File: config.mk
export PLATFORM = sky130hd
export DESIGN_NAME = bank_regfile
export DESIGN_NICKNAME = d
export VERILOG_FILES = /design/src/rtl/bank_pkg.sv /design/src/rtl/bank_map.sv /design/src/rtl/bank_store.sv /design/src/rtl/status_unit.sv /design/src/rtl/bank_regfile.sv
export SDC_FILE = /design/constraint.sdc
export NUM_CORES = 2
export LEC_CHECK = 0
export ABC_AREA = 1
export BUFFER_PORTS_ARGS = -buffer_cell sky130_fd_sc_hd__buf_4
export CAP_MARGIN = 15
export CORE_ASPECT_RATIO = 0.5
export CORE_MARGIN = 4
export CORE_UTILIZATION = 35
export CTS_CLUSTER_DIAMETER = 50
export CTS_CLUSTER_SIZE = 24
export DETAILED_ROUTE_END_ITERATION = 8
export HOLD_SLACK_MARGIN = 0.12
export SETUP_SLACK_MARGIN = 0.3
export SYNTH_ARGS = -nofsm -noshare
export SYNTH_HDL_FRONTEND = slang
export SYNTH_SLANG_ARGS = --single-unit
File: constraint.sdc
create_clock -name clk -period 6.4 [get_ports clk]
set_input_delay 1.28 -clock clk [delete_from_list [all_inputs] [get_ports clk]]
set_output_delay 1.28 -clock clk [all_outputs]
set_load 0.03 [all_outputs]
File: src/rtl/bank_pkg.sv
package bank_pkg;

  typedef enum logic [4:0] {
    M_USR = 5'h10,
    M_FIQ = 5'h11,
    M_IRQ = 5'h12,
    M_SVC = 5'h13,
    M_ABT = 5'h17,
    M_UND = 5'h1B,
    M_SYS = 5'h1F
  } mode_e;

  typedef enum logic [2:0] {
    EX_UND = 3'd0,
    EX_SVC = 3'd1,
    EX_ABT = 3'd2,
    EX_IRQ = 3'd3,
    EX_FIQ = 3'd4
  } exc_e;

  // stack/link banks: 0 shared user/system, 1 fast irq, 2..5 other exception modes
  localparam int NBANK = 6;
  localparam int NSPSR = NBANK - 1;

  localparam int SB_I = 7;
  localparam int SB_F = 6;
  localparam int SB_T = 5;

  function automatic logic [2:0] bank_of(logic [4:0] m);
    case (m)
      M_FIQ:   bank_of = 3'd1;
      M_IRQ:   bank_of = 3'd2;
      M_SVC:   bank_of = 3'd3;
      M_ABT:   bank_of = 3'd4;
      M_UND:   bank_of = 3'd5;
      default: bank_of = 3'd0;
    endcase
  endfunction

  function automatic logic exc_valid(logic [2:0] k);
    exc_valid = (k <= EX_FIQ);
  endfunction

  function automatic logic [4:0] mode_of_exc(logic [2:0] k);
    case (k)
      EX_UND:  mode_of_exc = M_UND;
      EX_SVC:  mode_of_exc = M_SVC;
      EX_ABT:  mode_of_exc = M_ABT;
      EX_IRQ:  mode_of_exc = M_IRQ;
      default: mode_of_exc = M_FIQ;
    endcase
  endfunction

endpackage

File: src/rtl/bank_map.sv
// Resolves an architectural register number to a physical slot.
// Slot layout: [0, NSHARED) shared r0..r12, then fast-irq r8..r12,
// then one r13/r14 pair per bank.
module bank_map
  import bank_pkg::*;
#(
  parameter int NSHARED = 13,
  parameter int FIQ_LO  = 8,
  parameter int PW      = 5
) (
  input  logic [4:0]    mode,
  input  logic [3:0]    idx,
  output logic [PW-1:0] phys
);
  localparam int FIQ_BASE  = NSHARED;
  localparam int NFIQ      = NSHARED - FIQ_LO;
  localparam int LINK_BASE = FIQ_BASE + NFIQ;

  logic [2:0] bank;

  always_comb begin
    bank = bank_of(mode);
    if (int'(idx) >= NSHARED) begin
      phys = PW'(LINK_BASE + 2 * int'(bank) + ((idx == 4'd14) ? 1 : 0));
    end else if (bank == 3'd1 && int'(idx) >= FIQ_LO) begin
      phys = PW'(FIQ_BASE + int'(idx) - FIQ_LO);
    end else begin
      phys = PW'(idx);
    end
  end

endmodule

File: src/rtl/bank_store.sv
// Physical register array: one general write port, one link write port
// (link port wins on the same slot), two asynchronous read ports.
module bank_store #(
  parameter int XLEN  = 32,
  parameter int NPHYS = 30,
  parameter int PW    = 5
) (
  input  logic            clk,
  input  logic            we_g,
  input  logic [PW-1:0]   wa_g,
  input  logic [XLEN-1:0] wd_g,
  input  logic            we_l,
  input  logic [PW-1:0]   wa_l,
  input  logic [XLEN-1:0] wd_l,
  input  logic [PW-1:0]   ra0,
  output logic [XLEN-1:0] rd0,
  input  logic [PW-1:0]   ra1,
  output logic [XLEN-1:0] rd1
);
  logic [NPHYS-1:0][XLEN-1:0] view;

  for (genvar i = 0; i < NPHYS; i++) begin : g_ent
    logic            hit_g, hit_l, en;
    logic [XLEN-1:0] q, d;

    assign hit_g = we_g && (wa_g == PW'(i));
    assign hit_l = we_l && (wa_l == PW'(i));
    assign en    = hit_g || hit_l;

    always_comb begin
      d = hit_l ? wd_l : wd_g;
    end

    // data storage carries no reset
    always_ff @(posedge clk) begin
      if (en) q <= d;
    end

    assign view[i] = q;
  end

  assign rd0 = (int'(ra0) < NPHYS) ? view[ra0] : '0;
  assign rd1 = (int'(ra1) < NPHYS) ? view[ra1] : '0;

endmodule

File: src/rtl/status_unit.sv
// Current status word, saved status words and program counter.
module status_unit
  import bank_pkg::*;
#(
  parameter int              XLEN    = 32,
  parameter logic [XLEN-1:0] VEC_UND = 'h04,
  parameter logic [XLEN-1:0] VEC_SVC = 'h08,
  parameter logic [XLEN-1:0] VEC_ABT = 'h10,
  parameter logic [XLEN-1:0] VEC_IRQ = 'h18,
  parameter logic [XLEN-1:0] VEC_FIQ = 'h1C
) (
  input  logic            clk,
  input  logic            rst_n,
  input  logic            exc_take,
  input  logic [2:0]      exc_kind,
  input  logic            bx_en,
  input  logic [XLEN-1:0] bx_data,
  input  logic            cpsr_we,
  input  logic [XLEN-1:0] cpsr_wd,
  input  logic            spsr_we,
  input  logic [XLEN-1:0] spsr_wd,
  input  logic            pc_we,
  input  logic [XLEN-1:0] pc_wd,
  output logic [XLEN-1:0] cpsr_q,
  output logic [XLEN-1:0] spsr_cur,
  output logic [XLEN-1:0] pc_q
);
  localparam logic [XLEN-1:0] CPSR_RST =
      XLEN'((1 << SB_I) | (1 << SB_F) | int'(M_SVC));

  logic [XLEN-1:0] spsr_q [NSPSR];
  logic [XLEN-1:0] spsr_d [NSPSR];
  logic [XLEN-1:0] cpsr_d, pc_d, vec;
  logic [2:0]      cur_bank, tgt_bank, cur_slot, tgt_slot;
  logic            cpsr_en, pc_en, spsr_en;

  always_comb begin
    case (exc_kind)
      EX_UND:  vec = VEC_UND;
      EX_SVC:  vec = VEC_SVC;
      EX_ABT:  vec = VEC_ABT;
      EX_IRQ:  vec = VEC_IRQ;
      default: vec = VEC_FIQ;
    endcase
  end

  assign cur_bank = bank_of(cpsr_q[4:0]);
  assign tgt_bank = bank_of(mode_of_exc(exc_kind));
  assign cur_slot = cur_bank - 3'd1;
  assign tgt_slot = tgt_bank - 3'd1;

  always_comb begin
    cpsr_d = cpsr_q;
    pc_d   = pc_q;
    spsr_d = spsr_q;
    if (cpsr_we) cpsr_d = cpsr_wd;
    if (pc_we)   pc_d   = {pc_wd[XLEN-1:1], 1'b0};
    if (bx_en) begin
      cpsr_d[SB_T] = bx_data[0];
      pc_d         = {bx_data[XLEN-1:1], 1'b0};
    end
    if (spsr_we && cur_bank != 3'd0) spsr_d[cur_slot] = spsr_wd;
    if (exc_take) begin
      spsr_d[tgt_slot] = cpsr_q;
      cpsr_d           = cpsr_q;
      cpsr_d[4:0]      = mode_of_exc(exc_kind);
      cpsr_d[SB_I]     = 1'b1;
      cpsr_d[SB_T]     = 1'b0;
      if (exc_kind == EX_FIQ) cpsr_d[SB_F] = 1'b1;
      pc_d             = vec;
    end
  end

  assign cpsr_en = cpsr_we || bx_en || exc_take;
  assign pc_en   = pc_we || bx_en || exc_take;
  assign spsr_en = spsr_we || exc_take;

  always_ff @(posedge clk or negedge rst_n) begin
    if (!rst_n) begin
      cpsr_q <= CPSR_RST;
      pc_q   <= '0;
      for (int i = 0; i < NSPSR; i++) spsr_q[i] <= '0;
    end else begin
      if (cpsr_en) cpsr_q <= cpsr_d;
      if (pc_en)   pc_q   <= pc_d;
      if (spsr_en) spsr_q <= spsr_d;
    end
  end

  assign spsr_cur = (cur_bank == 3'd0) ? '0 : spsr_q[cur_slot];

endmodule

File: src/rtl/bank_regfile.sv
module bank_regfile
  import bank_pkg::*;
#(
  parameter int              XLEN    = 32,
  parameter logic [XLEN-1:0] VEC_UND = 'h04,
  parameter logic [XLEN-1:0] VEC_SVC = 'h08,
  parameter logic [XLEN-1:0] VEC_ABT = 'h10,
  parameter logic [XLEN-1:0] VEC_IRQ = 'h18,
  parameter logic [XLEN-1:0] VEC_FIQ = 'h1C
) (
  input  logic            clk,
  input  logic            rst_n,
  input  logic [3:0]      rd_a_idx,
  output logic [XLEN-1:0] rd_a_data,
  input  logic [3:0]      rd_b_idx,
  output logic [XLEN-1:0] rd_b_data,
  input  logic            wr_en,
  input  logic [3:0]      wr_idx,
  input  logic [XLEN-1:0] wr_data,
  input  logic            bx_en,
  input  logic [XLEN-1:0] bx_data,
  input  logic            cpsr_wr_en,
  input  logic [XLEN-1:0] cpsr_wr_data,
  input  logic            spsr_wr_en,
  input  logic [XLEN-1:0] spsr_wr_data,
  input  logic            exc_req,
  input  logic [2:0]      exc_kind,
  output logic [XLEN-1:0] pc_out,
  output logic [XLEN-1:0] cpsr_out,
  output logic [XLEN-1:0] spsr_out
);
  localparam int NSHARED = 13;
  localparam int FIQ_LO  = 8;
  localparam int NPHYS   = NSHARED + (NSHARED - FIQ_LO) + 2 * NBANK;
  localparam int PW      = $clog2(NPHYS);
  localparam int NMAP    = 4;  // read A, read B, write, link
  localparam int PC_IDX  = 15;
  localparam int LR_IDX  = 14;

  // asynchronous assert, synchronous release
  logic [1:0] rst_sync_q;
  logic       rst_core_n;
  always_ff @(posedge clk or negedge rst_n) begin
    if (!rst_n) rst_sync_q <= 2'b00;
    else        rst_sync_q <= {rst_sync_q[0], 1'b1};
  end
  assign rst_core_n = rst_sync_q[1];

  logic            exc_take, gpr_we, pc_we;
  logic [4:0]      cur_mode, tgt_mode;
  logic [XLEN-1:0] cpsr_q, pc_q, rdat_a, rdat_b;

  logic [4:0]    map_mode [NMAP];
  logic [3:0]    map_idx  [NMAP];
  logic [PW-1:0] map_phys [NMAP];

  assign exc_take = exc_req && exc_valid(exc_kind);
  assign cur_mode = cpsr_q[4:0];
  assign tgt_mode = mode_of_exc(exc_kind);

  assign map_mode[0] = cur_mode;  assign map_idx[0] = rd_a_idx;
  assign map_mode[1] = cur_mode;  assign map_idx[1] = rd_b_idx;
  assign map_mode[2] = cur_mode;  assign map_idx[2] = wr_idx;
  assign map_mode[3] = tgt_mode;  assign map_idx[3] = 4'(LR_IDX);

  for (genvar p = 0; p < NMAP; p++) begin : g_map
    bank_map #(.NSHARED(NSHARED), .FIQ_LO(FIQ_LO), .PW(PW)) u_map (
      .mode (map_mode[p]),
      .idx  (map_idx[p]),
      .phys (map_phys[p])
    );
  end

  assign gpr_we = wr_en && (wr_idx != 4'(PC_IDX))
                  && !(exc_take && wr_idx == 4'(LR_IDX));
  assign pc_we  = wr_en && (wr_idx == 4'(PC_IDX));

  bank_store #(.XLEN(XLEN), .NPHYS(NPHYS), .PW(PW)) u_store (
    .clk  (clk),
    .we_g (gpr_we),
    .wa_g (map_phys[2]),
    .wd_g (wr_data),
    .we_l (exc_take),
    .wa_l (map_phys[3]),
    .wd_l (pc_q),
    .ra0  (map_phys[0]),
    .rd0  (rdat_a),
    .ra1  (map_phys[1]),
    .rd1  (rdat_b)
  );

  status_unit #(
    .XLEN(XLEN), .VEC_UND(VEC_UND), .VEC_SVC(VEC_SVC),
    .VEC_ABT(VEC_ABT), .VEC_IRQ(VEC_IRQ), .VEC_FIQ(VEC_FIQ)
  ) u_status (
    .clk      (clk),
    .rst_n    (rst_core_n),
    .exc_take (exc_take),
    .exc_kind (exc_kind),
    .bx_en    (bx_en),
    .bx_data  (bx_data),
    .cpsr_we  (cpsr_wr_en),
    .cpsr_wd  (cpsr_wr_data),
    .spsr_we  (spsr_wr_en),
    .spsr_wd  (spsr_wr_data),
    .pc_we    (pc_we),
    .pc_wd    (wr_data),
    .cpsr_q   (cpsr_q),
    .spsr_cur (spsr_out),
    .pc_q     (pc_q)
  );

  assign rd_a_data = (rd_a_idx == 4'(PC_IDX)) ? pc_q : rdat_a;
  assign rd_b_data = (rd_b_idx == 4'(PC_IDX)) ? pc_q : rdat_b;
  assign pc_out    = pc_q;
  assign cpsr_out  = cpsr_q;

endmodule

# After elaboration in Yosys (flattened, before gate mapping)
# Cells that the tools add are included.
# word_totals
regBits	1186
in_bits	150
out_inout_bits	160
elab_cells	344
# op_classes
addsub	14
order_cmp	15
eq_ne	81
n_mux	70
bitwise	3
n_reduce_logical	120
# op_table
op	count
2-to-1 mux 32 bit	44
binary-select mux 32 bit (select 5 bit)	2
bitwise mux 160 bit	2
2-to-1 mux 160 bit	2
demux 32 bit (select 3 bit)	2
== test 5 bit, second input constant	38
binary-select mux 32 bit (select 3 bit)	1
== test 5 x 4 -> 1 bit, second input constant	16
logical AND 1 bit	71
== test 5 x 3 -> 1 bit, second input constant	8
logical OR 1 bit	35
greater-or-equal comparator 4 bit, second input constant	8
2-to-1 mux 5 bit	6
case mux 3 bit (5 select lines)	2
== test 4 bit, second input constant	6
== test 5 x 2 -> 1 bit, second input constant	4
case mux 5 bit (4 select lines)	1
2-to-1 mux 8 bit	2
case mux 4 bit (4 select lines)	1
adder 4 x 4 -> 5 bit, first input constant	3
adder 5 bit	3
subtractor 5 bit, second input constant	3
< comparator 5 x 6 -> 1 bit, second input constant	2
adder 5 x 4 -> 5 bit, first input constant	2
other kinds (21)	39

# Logic depth before layout (Yosys ltp)
# depth
ltp_word	12
ltp_mapped	23
mapped_depth_nobuf	20

# Hierarchy
# Synthesis repeated with hierarchy kept, for this count alone.
# hier_totals
hier_cells	11450
hier_area_um2	79565.1
# by_module_without_submodules
mod	n_inst	cells_per_inst	area_per_inst_um2
bank_store	1	8743	62770.2
status_unit	1	2223	14254.9
bank_map	4	62	360.3
bank_regfile	1	236	1098.6

# Worst setup path after synthesis
# Ideal clock, no wire load.
# synth_path
path_kind	register to register
start	register u_status.cpsr_q[4]
end	register u_store.g_ent[12].q[0] (enable)
setup_time_ns	0.501
arrival_ns	5.926
setup_slack_ns	-0.028
stages_incl_launch_ff	15
path_buffers	2
synth_period_minus_slack_ns	6.428
path_cell_list	dfstp_2 -> buf_2 -> nand2_1 -> nor2_1 -> o21ai_2 -> inv_2 -> clkbuf_1 -> ha_1 -> nand2_1 -> nor2_1 -> xor2_1 -> nand2_1 -> o21ai_0 -> nand2_1 -> nor4_1
# synth_between
elab_chain_len	9
# synth_rtl
item	line_no	rtl
start, declared	status_unit.sv:24	output logic [XLEN-1:0] cpsr_q,
start signal, assigned	status_unit.sv:84	if (cpsr_en) cpsr_q <= cpsr_d;
== test 5 bit	bank_pkg.sv:30	case (m)
case mux 3 bit (5 select lines) (*)	bank_pkg.sv:30	
branches (longest 3 deep; another with adder 5 x 4 -> 5 bit)	--	
2-to-1 mux 5 bit (*)	bank_map.sv:23	if (int'(idx) >= NSHARED) begin
== test 5 x 4 -> 1 bit (*)	bank_store.sv:26	assign hit_g = we_g && (wa_g == PW'(i));
logical AND 1 bit (*)	bank_store.sv:26	
logical OR 1 bit (*)	bank_store.sv:28	assign en = hit_g || hit_l;
via u_store.g_ent[12].en	bank_store.sv:23	logic hit_g, hit_l, en;
end signal, assigned	bank_store.sv:36	if (en) q <= d;
end, declared	bank_store.sv:24	logic [XLEN-1:0] q, d;
# Mark *: on every way through the listed nets, which the timed path passes.
# A chain may end at the register's enable or synchronous reset.

# Worst setup path after layout
# layout_path
start	register u_status.cpsr_q[0]
end	output port rd_b_data[20]
# layout_between
elab_chain_len	10
# layout_rtl
item	line_no	rtl
== test 5 bit	bank_pkg.sv:30	
case mux 3 bit (5 select lines) (*)	bank_pkg.sv:30	
branches (longest 3 deep; another with adder 5 x 4 -> 5 bit)	--	
2-to-1 mux 5 bit (*)	bank_map.sv:23	
binary-select mux 32 bit (select 5 bit)	bank_store.sv:43	assign rd1 = (int'(ra1) < NPHYS) ? view[ra1] : '0;
2-to-1 mux 32 bit (implied by the code)	bank_store.sv:43	
2-to-1 mux 32 bit (*)	bank_store.sv:43	
2-to-1 mux 32 bit (*)	bank_regfile.sv:114	assign rd_b_data = (rd_b_idx == 4'(PC_IDX)) ? pc_q : rdat_b;
end, declared	bank_regfile.sv:16	output logic [XLEN-1:0] rd_b_data,
# Mark *: on every way between the ends. The select of a mux whose other input is x is not followed.

==> results.txt <==
----------------------------------------------------
[Status]
  Result of the run ... completed

[Yosys]
  Flops & latches, synth ... 1,185
  Share of the yosys chip area belonging to registers ... 0.5313
  Post-synth cell types ... 49
  Mean area per synthesized cell ... 8.124 um^2
  Gate Count Post-Synth ... 7,985
  Post-synth net total ... 8,152
  Post-synthesis cell area ... 64,870 um^2
  Synth Warn # ... 0

[Placement]
  Placement Cell Area ... 69,260 um^2
  Count of input and output buffers ... 308
  RD Place Congestion ... 0.9169
  Sum of net half-perimeters after detailed placement ... 152.4 mm

[Route]
  Via-to-Cell Ratio ... 5.725
  Detailed Route WL ... 258.5 mm
  Number of nets still failing antenna checks after routing ... 0
  DRC viols ... 0
  Routed vias ... 59,446
  Detailed-route wire length per cell ... 24.90 um
  Number of DRC markers after the initial detailed-route iteration ... 8,200
  Total iterations of the first detailed-routing run ... 8

[Critical path]
  Crit path capture type ... primary output
  Critical Path, Cell by Cell ... nand2_1, nor2_1, o21ai_4, inv_2, buf_6, ha_1, xnor2_2, o21ai_4, buf_4, nand3_1, nand2_1, nand2_1, nand2_1, nand2_1, buf_4
  CP max stage cell ... sky130_fd_sc_hd__buf_4
  Number of buffer and inverter stages on the critical path ... 4
  Critical R2R Capture ... u_store.g_ent[2].q[20]$_DFFE_PP_
  Data required, critical path ... 5.12 ns
  Library cell appearing most often on the critical path ... sky130_fd_sc_hd__nand2_1
  Critical register-to-register path startpoint ... u_status.cpsr_q[0]$_DFFE_PN1P_
  Nature of the critical path startpoint ... register
  Crit Path Class ... reg -> out
  Worst reg2reg path depth ... 13
  Launch point of the worst path ... u_status.cpsr_q[0]$_DFFE_PN1P_
  Arrival time at the worst endpoint ... 4.71 ns
  Worst-case register-to-register setup slack ... 1.57 ns
  Cell type group with the largest total delay on the critical path ... buffers and inverters
  Peak fanout along the critical path ... 36
  Largest stage delay, worst path ... 0.70 ns

[Finish]
  Post-layout instance area ... 73,540 um^2
  Layout cells sized above 1 ... 0.1087
  Post-layout util ... 0.4002
  Count of nets after finishing ... 7,957
  Area growth from synthesis to layout ... 13.36%
  Number of fill cells ... 18,086
  Multi-input combinational cell area ... 26,620 um^2
  Area used by sequential logic in the layout ... 34,470 um^2

[Hold path]
  Hold Path Class ... in -> async

[Timing]
  Max frequency ... 0.1668 GHz
  RSZ-0062 raised after global routing ... false
  Clock skew after layout ... 0.04783 ns
  Accumulated negative setup slack ... 0 ns
  Post-layout minimum cycle time ... 5.994 ns
  Pin slew with the least headroom to its limit ... 1.196 ns
  Fraction of the cycle the final worst path needs ... 0.9366
  Setup Viol. Count Final ... 0
  Hold Violations, Final ... 0
  Slew HR ... 0.2007
  Final count of pins violating max slew ... 0

[Floorplanning]
  Die extent in y ... 312.4 um
  Starting utilization of the core area ... 0.3530
  Boundary pin count ... 310
  Area of the core region ... 183,700 um^2
  X dimension of the die ... 616.8 um
  Die Outline Area ... 192,700 um^2
  Row Count ... 111

[Job]
  MaxCap Viol Count ... 0

[Clocking]
  Clock latency at the later pin of the worst-skew pair ... 0.77 ns
  TritonCTS sink count ... 1,185
  CTS Root Buffer Type ... sky130_fd_sc_hd__clkbuf_16
  TritonCTS clock tree ... built
  CTS clk-pin slew, worst paths ... 0.06 ns
  Buffers from clock root to sink, at most ... 3
  TritonCTS buffer count ... 113
  Max H-tree Level ... 3

[GRT]
  Number of antenna violations at the first check in global routing ... 12
  Combined global-route utilization of all metal layers ... 0.2569
  Pin count of the biggest net entering global routing ... 156
  Total congestion overflow after global routing ... 0
  First-pass GRT wire length ... 373.8 mm
  Vias in the first global route ... 55,841

[Power]
  Max VDD drop ... 0.2229 mV
  Leak ... 30.51 nW
  Ratio of total power to cell area ... 317.0 nW/um^2

----------------------------------------------------
==> how the worst max path moves through the flow <==
| stage | slack, ns | cells past startpoint | endpoint |
|---|---|---|---|
| 6_report | 0.41 | 15 | rd_b_data[20] |
| 4_1_cts | 0.32 | 15 | rd_a_data[20] |
| 3_5_place_dp | 0.78 | 16 | rd_a_data[4] |
| 3_3_place_gp | 0.82 | 18 | rd_b_data[4] |
| 5_1_grt | 0.31 | 15 | rd_a_data[20] |
| 2_1_floorplan | -0.03 | 14 | u_store.g_ent[12].q[0]$_DFFE_PP_ |
==> layout make-up <==
cell class,instances,share of cell area
flip-flops and latches,1185,0.4687
multi-input cells,5808,0.3620
repair buffers,540,0.06479
well taps,2486,0.04230
clock buffers,126,0.04024
clock inverters,90,0.01439
inverters,142,0.007384
diodes,6,0.0002042
==> flip-flops by register name, summed over array words and instances, names as in the netlist <==
| register | flops |
|---|---|
| u_store.g_ent.q | 960 |
| u_status.spsr_q | 160 |
| u_status.cpsr_q | 32 |
| u_status.pc_q | 31 |
| rst_sync_q | 2 |
==> Yosys cell counts (all sizes together) <==
library cell / count / area [um^2]
nand3b: 2 / 15.01
nor4: 2 / 12.51
ha: 17 / 212.7
dfstp: 5 / 131.4
mux2i: 128 / 1281
a221oi: 15 / 131.4
o21ai: 309 / 1565
conb: 2 / 7.510
a221o: 1 / 10.01
dfrtp: 220 / 5505
nand2: 2957 / 11120
nand4: 4 / 25.02
o221ai: 2 / 17.52
or2: 3 / 18.77
buf: 384 / 2067
clkbuf: 470 / 1764
nor2: 418 / 1599
xor2: 2 / 17.52
a22o: 1 / 8.760
and2: 1 / 6.260
o22a: 3 / 26.28
a211oi: 1 / 7.510
o211ai: 4 / 30.03
o21bai: 1 / 7.510
a21oi: 313 / 1578
xnor2: 3 / 33.79
nand3: 1501 / 7542
clkinv: 4 / 15.01
nor3: 20 / 100.1
edfxtp: 960 / 28830
inv: 138 / 518.0
a31oi: 66 / 419.2
o2111ai: 28 / 245.2
==> stage by stage <==
step	setup slack (ns)	cells	power (W)	hold slack, ns
4_1_cts	0.3196	10369	0.02322	0.2199
6_report	0.4058	10383	0.02331	0.2741
2_1_floorplan	-0.02769	7985	0.01340	0.3311
5_1_grt	0.3086	10379	0.02423	0.2297
3_5_place_dp	0.7779	10146	0.01588	0.3364
3_3_place_gp	0.8161	10146	0.01582	0.3329
==> logic make-up after synthesis <==
group | share of synthesized area
AOI/OAI and AO/OA | 0.06238
xor gates and xnor gates | 0.0007910
adders and majority gates | 0.003279
buffers and inverters | 0.06728
DFF | 0.5313
muxes | 0.01975
other | 0.0001158
and+or+nand+nor | 0.3151
==> per-layer routing <==
layer	wire (um)	share of wire	GRT usage
met1	101100	0.39	0.3449
met2	113200	0.44	0.3943
met3	29990	0.12	0.05626
met4	14150	0.055	0.1232
met5	90	0.00035	0
==> power by group <==
part | total (W) | switching [W] | internal [W]
clock | 0.00739 | 0.00351 | 0.00388
combinational | 0.00652 | 0.00455 | 0.00197
sequential | 0.00940 | 0.000414 | 0.00898
==> repair_timing <==
action	in CTS	in global routing
resized for setup	5	13
setup buffers	5	5
pin swaps	2	4
setup endpoints to repair	61	42
cloned	2	3
hold buffers	0	0
==> cells in the final DEF, fill, tap and decap left out, types with 19 or more instances in the layout <==
cell type,n
sky130_fd_sc_hd__nor2_4,32
sky130_fd_sc_hd__o2111ai_1,28
sky130_fd_sc_hd__a21oi_1,310
sky130_fd_sc_hd__edfxtp_1,960
sky130_fd_sc_hd__o21ai_0,290
sky130_fd_sc_hd__a31oi_1,65
sky130_fd_sc_hd__inv_6,19
sky130_fd_sc_hd__nor2_1,382
sky130_fd_sc_hd__mux2i_1,128
sky130_fd_sc_hd__dfrtp_1,219
sky130_fd_sc_hd__nand3_1,1491
sky130_fd_sc_hd__buf_4,482
sky130_fd_sc_hd__clkbuf_16,116
sky130_fd_sc_hd__inv_1,125
sky130_fd_sc_hd__nand2_1,2932
sky130_fd_sc_hd__buf_12,51
No activity file was read; power rests on OpenSTA's default activity.
